### src/rtl/irq_hub_pkg.sv
package irq_hub_pkg;
  localparam int NUM_IRQ = 8;
  localparam int VEC_W   = $clog2(NUM_IRQ);
  // lines that cannot be masked and pass every gate
  localparam logic [NUM_IRQ-1:0] FIXED_EN = 8'h81;

  typedef enum logic [VEC_W-1:0] {
    IRQ_RESTART = 3'd0,
    IRQ_TICK    = 3'd1,
    IRQ_TXDONE  = 3'd2,
    IRQ_RXDONE  = 3'd3,
    IRQ_EXT0    = 3'd4,
    IRQ_EXT1    = 3'd5,
    IRQ_OVF     = 3'd6,
    IRQ_FAULT   = 3'd7
  } irq_id_e;

  function automatic logic [VEC_W-1:0] lowest_set(input logic [NUM_IRQ-1:0] v);
    logic [VEC_W-1:0] r;
    r = '0;
    for (int i = NUM_IRQ - 1; i >= 0; i--) begin
      if (v[i]) r = VEC_W'(i);
    end
    return r;
  endfunction
endpackage

### src/rtl/irq_tick_gen.sv
module irq_tick_gen #(
  parameter int TICK_CYCLES = 256000
) (
  input  logic clk,
  input  logic rst,
  output logic tick
);
  localparam int CW = (TICK_CYCLES > 2) ? $clog2(TICK_CYCLES) : 1;
  localparam logic [CW-1:0] LAST = CW'(TICK_CYCLES - 1);

  logic [CW-1:0] cnt_q;

  always_ff @(posedge clk) begin
    if (rst) begin
      cnt_q <= '0;
      tick  <= 1'b0;
    end else begin
      tick  <= (cnt_q == LAST);
      cnt_q <= (cnt_q == LAST) ? '0 : cnt_q + 1'b1;
    end
  end

  // a tick is a single-cycle pulse
  p_tick_pulse_r9: assert property (@(posedge clk) disable iff (rst)
    tick |=> !tick);
endmodule

### src/rtl/irq_edge_sync.sv
module irq_edge_sync #(
  parameter int STAGES = 2,
  parameter int WIDTH  = 2
) (
  input  logic             clk,
  input  logic             rst,
  input  logic [WIDTH-1:0] pin,
  output logic [WIDTH-1:0] rise
);
  logic [WIDTH-1:0] sync_q [STAGES];
  logic [WIDTH-1:0] last_q;

  always_ff @(posedge clk) begin
    if (rst) sync_q[0] <= '0;
    else     sync_q[0] <= pin;
  end

  genvar s;
  generate
    for (s = 1; s < STAGES; s++) begin : g_stage
      always_ff @(posedge clk) begin
        if (rst) sync_q[s] <= '0;
        else     sync_q[s] <= sync_q[s-1];
      end
    end
  endgenerate

  always_ff @(posedge clk) begin
    if (rst) last_q <= '0;
    else     last_q <= sync_q[STAGES-1];
  end

  assign rise = sync_q[STAGES-1] & ~last_q;

  // an edge pulse never lasts two cycles
  p_rise_single_r10: assert property (@(posedge clk) disable iff (rst)
    rise[0] |=> !rise[0]);
endmodule

### src/rtl/irq_arbiter.sv
module irq_arbiter
  import irq_hub_pkg::*;
(
  input  logic               clk,
  input  logic               rst,
  input  logic [NUM_IRQ-1:0] evt,
  input  logic [NUM_IRQ-1:0] en,
  input  logic               gie,
  input  logic               ack,
  input  logic               iret,
  output logic               req_q,
  output logic [VEC_W-1:0]   vec_q
);
  logic [NUM_IRQ-1:0] pend_q, pend_d, clr, elig, en_last_q;
  logic               svc_q, svc_d, take, open_gate;

  always_comb begin
    take   = ack & req_q;
    clr    = take ? (NUM_IRQ'(1) << vec_q) : '0;
    // an event in the same cycle as the clear of its line wins
    pend_d = (pend_q & ~clr) | (evt & en);
    svc_d  = svc_q;
    if (iret) svc_d = 1'b0;
    if (take) svc_d = (vec_q != IRQ_RESTART);
    open_gate = gie & ~svc_d;
    elig = pend_d & en & (open_gate ? {NUM_IRQ{1'b1}} : FIXED_EN);
  end

  always_ff @(posedge clk) begin
    if (rst) begin
      pend_q    <= '0;
      svc_q     <= 1'b0;
      req_q     <= 1'b0;
      vec_q     <= '0;
      en_last_q <= '0;
    end else begin
      pend_q    <= pend_d;
      svc_q     <= svc_d;
      req_q     <= |elig;
      vec_q     <= lowest_set(elig);
      en_last_q <= en;
    end
  end

  // a presented vector was enabled when it was chosen
  p_vec_enabled_r6: assert property (@(posedge clk) disable iff (rst)
    req_q |-> en_last_q[vec_q]);

  // maskable lines need the global enable
  p_gie_gate_r7: assert property (@(posedge clk) disable iff (rst)
    (req_q && vec_q != IRQ_RESTART && vec_q != IRQ_FAULT) |-> $past(gie));

  // once a normal vector is taken, only lines 0 and 7 may follow
  p_service_block_r7: assert property (@(posedge clk) disable iff (rst)
    (ack && req_q && vec_q != IRQ_RESTART) |=>
      (!req_q || vec_q == IRQ_RESTART || vec_q == IRQ_FAULT));
endmodule

### src/rtl/irq_hub_top.sv
module irq_hub_top
  import irq_hub_pkg::*;
#(
  parameter int TICK_CYCLES = 256000,
  parameter int SYNC_STAGES = 2,
  parameter int ADDR_W      = 16,
  parameter int SLOT_LOG2   = 3
) (
  input  logic              clk,
  input  logic              rst,
  input  logic              cfg_we,
  input  logic              cfg_sel,
  input  logic [7:0]        cfg_wdata,
  output logic [7:0]        en_rdata,
  input  logic              tx_done,
  input  logic              rx_done,
  input  logic              ovf_evt,
  input  logic              fault_evt,
  input  logic [1:0]        ext_pin,
  input  logic              core_gie,
  input  logic              core_ack,
  input  logic              core_iret,
  output logic              irq_req,
  output logic [2:0]        irq_vec,
  output logic [ADDR_W-1:0] irq_addr
);
  logic [NUM_IRQ-1:0] en_q, en_eff, soft_evt, hw_evt;
  logic               tick;
  logic [1:0]         ext_rise;

  // enable register: only the maskable bits are stored
  always_ff @(posedge clk) begin
    if (rst) en_q <= '0;
    else if (cfg_we && !cfg_sel) en_q <= cfg_wdata & ~FIXED_EN;
  end

  assign en_eff   = en_q | FIXED_EN;
  assign en_rdata = en_eff;
  assign soft_evt = (cfg_we && cfg_sel) ? cfg_wdata : '0;

  irq_tick_gen #(.TICK_CYCLES(TICK_CYCLES)) u_tick (
    .clk  (clk),
    .rst  (rst),
    .tick (tick)
  );

  irq_edge_sync #(.STAGES(SYNC_STAGES), .WIDTH(2)) u_ext (
    .clk  (clk),
    .rst  (rst),
    .pin  (ext_pin),
    .rise (ext_rise)
  );

  always_comb begin
    hw_evt              = '0;
    hw_evt[IRQ_TICK]    = tick;
    hw_evt[IRQ_TXDONE]  = tx_done;
    hw_evt[IRQ_RXDONE]  = rx_done;
    hw_evt[IRQ_EXT0]    = ext_rise[0];
    hw_evt[IRQ_EXT1]    = ext_rise[1];
    hw_evt[IRQ_OVF]     = ovf_evt;
    hw_evt[IRQ_FAULT]   = fault_evt;
  end

  irq_arbiter u_arb (
    .clk   (clk),
    .rst   (rst),
    .evt   (hw_evt | soft_evt),
    .en    (en_eff),
    .gie   (core_gie),
    .ack   (core_ack),
    .iret  (core_iret),
    .req_q (irq_req),
    .vec_q (irq_vec)
  );

  assign irq_addr = ADDR_W'(irq_vec) << SLOT_LOG2;
endmodule

### config.mk
export PLATFORM = sky130hd
export DESIGN_NAME = irq_hub_top
export DESIGN_NICKNAME = d
export VERILOG_FILES = /design/src/rtl/irq_hub_pkg.sv /design/src/rtl/irq_tick_gen.sv /design/src/rtl/irq_edge_sync.sv /design/src/rtl/irq_arbiter.sv /design/src/rtl/irq_hub_top.sv
export SDC_FILE = /design/constraint.sdc
export NUM_CORES = 1
export LEC_CHECK = 0
export CELL_PAD_IN_SITES_DETAIL_PLACEMENT = 0
export CELL_PAD_IN_SITES_GLOBAL_PLACEMENT = 1
export CORE_ASPECT_RATIO = 0.9
export CORE_MARGIN = 3
export CORE_UTILIZATION = 39
export CTS_CLUSTER_DIAMETER = 200
export DETAILED_ROUTE_END_ITERATION = 10
export PLACE_DENSITY_LB_ADDON = 0.1
export REMOVE_ABC_BUFFERS = 1
export SETUP_SLACK_MARGIN = 0.05
export SYNTH_ARGS = -nofsm -noshare
export SYNTH_HDL_FRONTEND = slang
export SYNTH_SLANG_ARGS = --single-unit
### constraint.sdc
create_clock -name clk -period 3.25 [get_ports clk]
set_input_delay 0.65 -clock clk [delete_from_list [all_inputs] [get_ports clk]]
set_output_delay 0.65 -clock clk [all_outputs]
set_load 0.1 [all_outputs]
======== Word level (Yosys, flattened, before mapping) ========
Memories as Yosys holds them, arrays and structs flattened.
Index checks and enable logic that the tools add are counted.
W data, S select, Z words.
storage, ports and cells
  word-level logic and storage cells ...... 54
  memory bits (writable) .................. 4
  input port bits ......................... 21
  memories ................................ 1
  bits in registers ....................... 40
memories
  memory        words  width  read ports  clocked after Yosys merged registers in  wr ports  RTL line             RTL
  u_ext.sync_q  2      2      2           0                                        2         irq_edge_sync.sv:10  logic [WIDTH-1:0] sync_q [STAGES];
cells by class
  mux-type cells .......................... 17
  shift-type cells ........................ 1
  eq/ne operators ......................... 1
  add/sub/neg operators ................... 1
  reductions and logical operators ........ 9
  bitwise logic cells ..................... 14
operator list
  cell                     number
  $and A8 B8 Y8            4
  $add A18 B1 Y18 const B  1
  $eq A18 B18 Y1 const B   1
  $mux W8                  2
  $or A8 B8 Y8             2
  $mux W3                  4
  $mux W2                  4
  $not A8 Y8               1
  $reduce_or A8 Y1         1
  $shl A1 B3 Y8 const A    1
  $mux W7                  1
  $mux W1                  6
  $reduce_or A5 Y1         1
  $reduce_or A2 Y1         2
  $reduce_bool A3 Y1       1
  $reduce_or A3 Y1         1
  $and A1 B1 Y1            2
  $and A2 B2 Y2            1
  $logic_and A1 B1 Y1      2
  $not A2 Y2               1
  $or A1 B1 Y1             2
  $logic_not A1 Y1         1
  $not A1 Y1               1

======== Longest topological paths before layout ========
  depth in word-level cells ............... 14
  depth in mapped cells ................... 8

======== Hierarchy ========
Synthesis repeated with hierarchy kept, for this count alone.
second synthesis, totals
  cells, all modules ...................... 248
  area, all modules ....................... 2,212.1 um^2
by module, submodules not included
  module         instances  area each (um^2)  cells each
  irq_tick_gen   1          822.0             91
  irq_arbiter    1          730.7             87
  irq_hub_top    1          489.2             56
  irq_edge_sync  1          170.2             14

======== Worst setup path before layout ========
Ideal clock, no wire load.
  path type ............................... reg-to-reg
  start point ............................. register u_arb.req_q
  end point ............................... register u_arb.req_q
  arrival ................................. 2,257 ps
  period minus slack after synthesis ...... 2,390 ps
  required time ........................... 3,117 ps
  stages on the path, launching flop included .. 6
  path buffers ............................ 0
  path slack .............................. 860 ps
  setup time .............................. 133 ps
  path through ............................ dfxtp_1 > nand3_1 > or2_2 > a221o_1 > a211oi_1 > a31oi_1
on the way
  longest elaborated chain between the ends .. 8
  elaborated cells between the ends (all ways) .. 12
  classes of those cells .................. 3 x mux; 8 x bitwise; 1 x reduce/logical
ends and longest elaborated chain
  element                 RTL line           RTL
  start, declared         irq_arbiter.sv:11  output logic req_q,
  start signal, assigned  irq_arbiter.sv:39  req_q <= |elig;
  $and A1 B1 Y1 (*)       irq_arbiter.sv:18  take = ack & req_q;
  $mux W8                 irq_arbiter.sv:19  clr = take ? (NUM_IRQ'(1) << vec_q) : '0;
  $not A8 Y8              irq_arbiter.sv:21  pend_d = (pend_q & ~clr) | (evt & en);
  $and A8 B8 Y8           irq_arbiter.sv:21
  $or A8 B8 Y8            irq_arbiter.sv:21
  $and A8 B8 Y8           irq_arbiter.sv:26  elig = pend_d & en & (open_gate ? {NUM_IRQ{1'b1}} : FIXED_EN);
  $and A8 B8 Y8 (*)       irq_arbiter.sv:26
  $reduce_or A8 Y1 (*)    irq_arbiter.sv:39
Mark *: on every way between the ends. The rest lies on a longest branch, timed or not.
A chain may end at the register's enable or synchronous reset.

======== Worst setup path after layout ========
  start point ............................. input port core_ack
  end point ............................... register u_arb.req_q
on the way
  longest elaborated chain between the ends .. 8
  elaborated cells between the ends (all ways) .. 12
  classes of those cells .................. 3 x mux; 8 x bitwise; 1 x reduce/logical
ends and longest elaborated chain
  element               RTL line           RTL
  start, declared       irq_hub_top.sv:21  input logic core_ack,
  $and A1 B1 Y1 (*)     irq_arbiter.sv:18
  $mux W8               irq_arbiter.sv:19
  $not A8 Y8            irq_arbiter.sv:21
  $and A8 B8 Y8         irq_arbiter.sv:21
  $or A8 B8 Y8          irq_arbiter.sv:21
  $and A8 B8 Y8         irq_arbiter.sv:26
  $and A8 B8 Y8 (*)     irq_arbiter.sv:26
  $reduce_or A8 Y1 (*)  irq_arbiter.sv:39
Marks and branches as above.

==> metrics <==
status completed; Tightest Hold Check Type reg2reg; port bufs 33; core area 4920 sq um; EDFF count, synth 0; final hold vios 0; drt first-iter violations 79; Worst-Skew Late Latency 0.29 ns; reg2reg path depth 5; total of max-cap violations 0; Post-Syn Area 2030 sq um; top_reg_cell synth dfxtp_1; setup TNS 0 ns; antenna-violating nets left 0; CP max stage cell clkdlybuf4s50_1; cell taking the most area after synthesis dfxtp_1; Cells after Synth 234; Avg Vias per Cell 4.82; CP Cell Sequence clkdlybuf4s50_1 -> nand3_1 -> or2_2 -> a221o_1 -> a211oi_1 -> a31oi_1; asr flop ratio synth 0%; Tcrit/Tclk final 70.1%; Initial Util 41.3%; met3 routed WL 318 um; peak supply drop 0.288 mV; Top Metal Used met4; worst reg-to-reg setup slack 1.42 ns; YS warnings 0; Post-CTS Resized 0; Worst EP arrival 2.44 ns; top-area cell type share of the netlist area 43.3%; fillers 484; Cell Area, Placed 2300 sq um; wire per inst 12.2 um; CP required 3.41 ns; n_diodes 0; Max stage delay on crit path 0.52 ns; Clock transition at path regs 0.08 ns; design area 2410 sq um; vias in the first global route 1385; routed wl met2 1.58 mm; hold path depth 1; Tmin final 2.28 ns; crit start category input port; Slew Viols, Final 0; TritonCTS Buffers 5; Pwr per Cell Area 527 nW/um^2; gpl congestion 0.886; Setup Skew 0.00484 ns; sequential power share 45.5%; layout cells sized above 1 10.6%; final wirelength 4.04 mm; met1 WL 2.08 mm; clk sink count 44; Detailed Routing Iterations Pass 1 4; Die W 82.1 um; final-stage net count 286; Design Power 1270 uW; hold bufs inserted after CTS 0; reg2reg start u_tick.cnt_q[0]; crit path from core_ack; hold_sp u_ext.sync_q[0][0]; worst reg2reg endpoint u_tick.cnt_q[3]; synth-to-layout area growth 18.3%; CTS tree yes; Yosys cell types 47; Rows 24; NetSw 415 uW; die footprint 6120 sq um; Fmax achieved 439 MHz; vias 1590; Seq/Total Area, Yosys 43.3%; Bufs and invs on worst path 1; first-pass GRT wire length 6.55 mm; clk buf depth 2; most frequent cells in the layout 44 x dfxtp_1, 39 x nor2_1, 20 x clkdlybuf4s50_1; Stages on worst setup path 6; Hold Path Sink u_ext.sync_q[1][0]; DIE HEIGHT 74.5 um; combinational share of power 22.3%; H-tree depth 2; number of synthesized register bits 44; top cells by area, synth dfxtp_1 43%, nor2_1 7.2%, buf_4 6.6%; Syn Area/Cell 8.69 sq um; setup bufs post-CTS 0; Critical Path End Type flip-flop; Worst path top cell family by delay compound AO/OA/AOI/OAI gates; RSZ-0062 raised after global routing false; initial antenna violation count 0; final setup fails 0; Overflow after GRT 0; leak pwr 0.000918 uW; GRT Total Usage 14.3%; number of I/O pins 49; Clock Power Share 32.2%; Root Driver clkbuf_8; Reg area 881 sq um; critical path class in2reg; commonest non-fill, non-tap cell in the layout dfxtp_1; CP Max Fanout 4; drt drc 0; DP Wirelength 3.05 mm; pin count of the biggest net entering global routing 18; area of the multi-input gates 1000 sq um; switching share of power 32.7%; Internal 852 uW
stage by stage:
step / util, % / setup WS (ns) / hold WS, ns / std cells
final: 48.9 / 0.972 / 0.441 / 330
after global routing: 48.9 / 0.844 / 0.462 / 330
after CTS: 48.9 / 0.986 / 0.448 / 330
after detailed placement: 46.7 / 0.671 / 0.428 / 322
after global placement: 46.7 / 0.667 / 0.419 / 322
after floorplan: - / 0.135 / 0.414 / 222
synthesized netlist by cell type (all sizes together), types with 3 or more instances:
cell type  number
dfxtp          44
nor2           39
buf            21
a21oi          16
nand3          10
nor2b          10
nand2           9
nand2b          8
xnor2           8
xor2            8
o21ai           7
inv             6
clkbuf          4
mux2i           4
nand4           4
a211oi          3
or3             3
logic make-up (layout without fill, tap and decap cells):
group,Yosys count,count (layout),share of synthesized area (%)
AO/OA/AOI/OAI,42,42,13.5
buffers and inverters,31,49,9.85
other,2,15,0.369
AND/OR/NAND/NOR,94,94,23.5
XOR/XNOR,16,16,6.89
multiplexers,4,4,1.97
adder cells (fa/ha/maj),1,1,0.615
flip-flops,44,44,43.3
worst max path at each step:
stage / end / slack, ns
6_report: u_arb.req_q / 0.97
5_1_grt: u_arb.req_q / 0.84
4_1_cts: u_arb.req_q / 0.99
3_5_place_dp: u_arb.req_q / 0.67
3_3_place_gp: u_arb.vec_q[0] / 0.67
2_1_floorplan: u_arb.req_q / 0.14
power groups by stage:
stage / sequential, uW / combinational (uW) / clock [uW]
floorplan: 672 / 129 / 0
global placement: 589 / 284 / 0
detailed placement: 589 / 283 / 0
CTS: 576 / 283 / 425
global route: 579 / 298 / 441
finish: 576 / 283 / 408
cell type report:
cell class / count / area share, %
flip-flops and latches: 44 / 36.6
clock inverters: 2 / 1.46
multi-input cells: 172 / 41.6
well taps: 65 / 3.38
clock buffers: 6 / 3.02
repair buffers: 35 / 13.0
inverters: 6 / 0.936
registers in the layout, indices dropped and copies added (netlist names):
name and count:
en_q 6, u_arb.pend_q 8, u_arb.req_q 1, u_arb.svc_q 1, u_arb.vec_q 3, u_ext.last_q 2, u_ext.sync_q 4, u_tick.cnt_q 18
u_tick.tick 1
metal layers:
metal | track usage, % | vias to the layer above
met5 | 0 | -
met4 | 5.54 | 0
met3 | 3.75 | 8
met2 | 20.2 | 57
met1 | 20.6 | 703
li1 | - | 822
No activity file was read; power rests on OpenSTA's default activity.
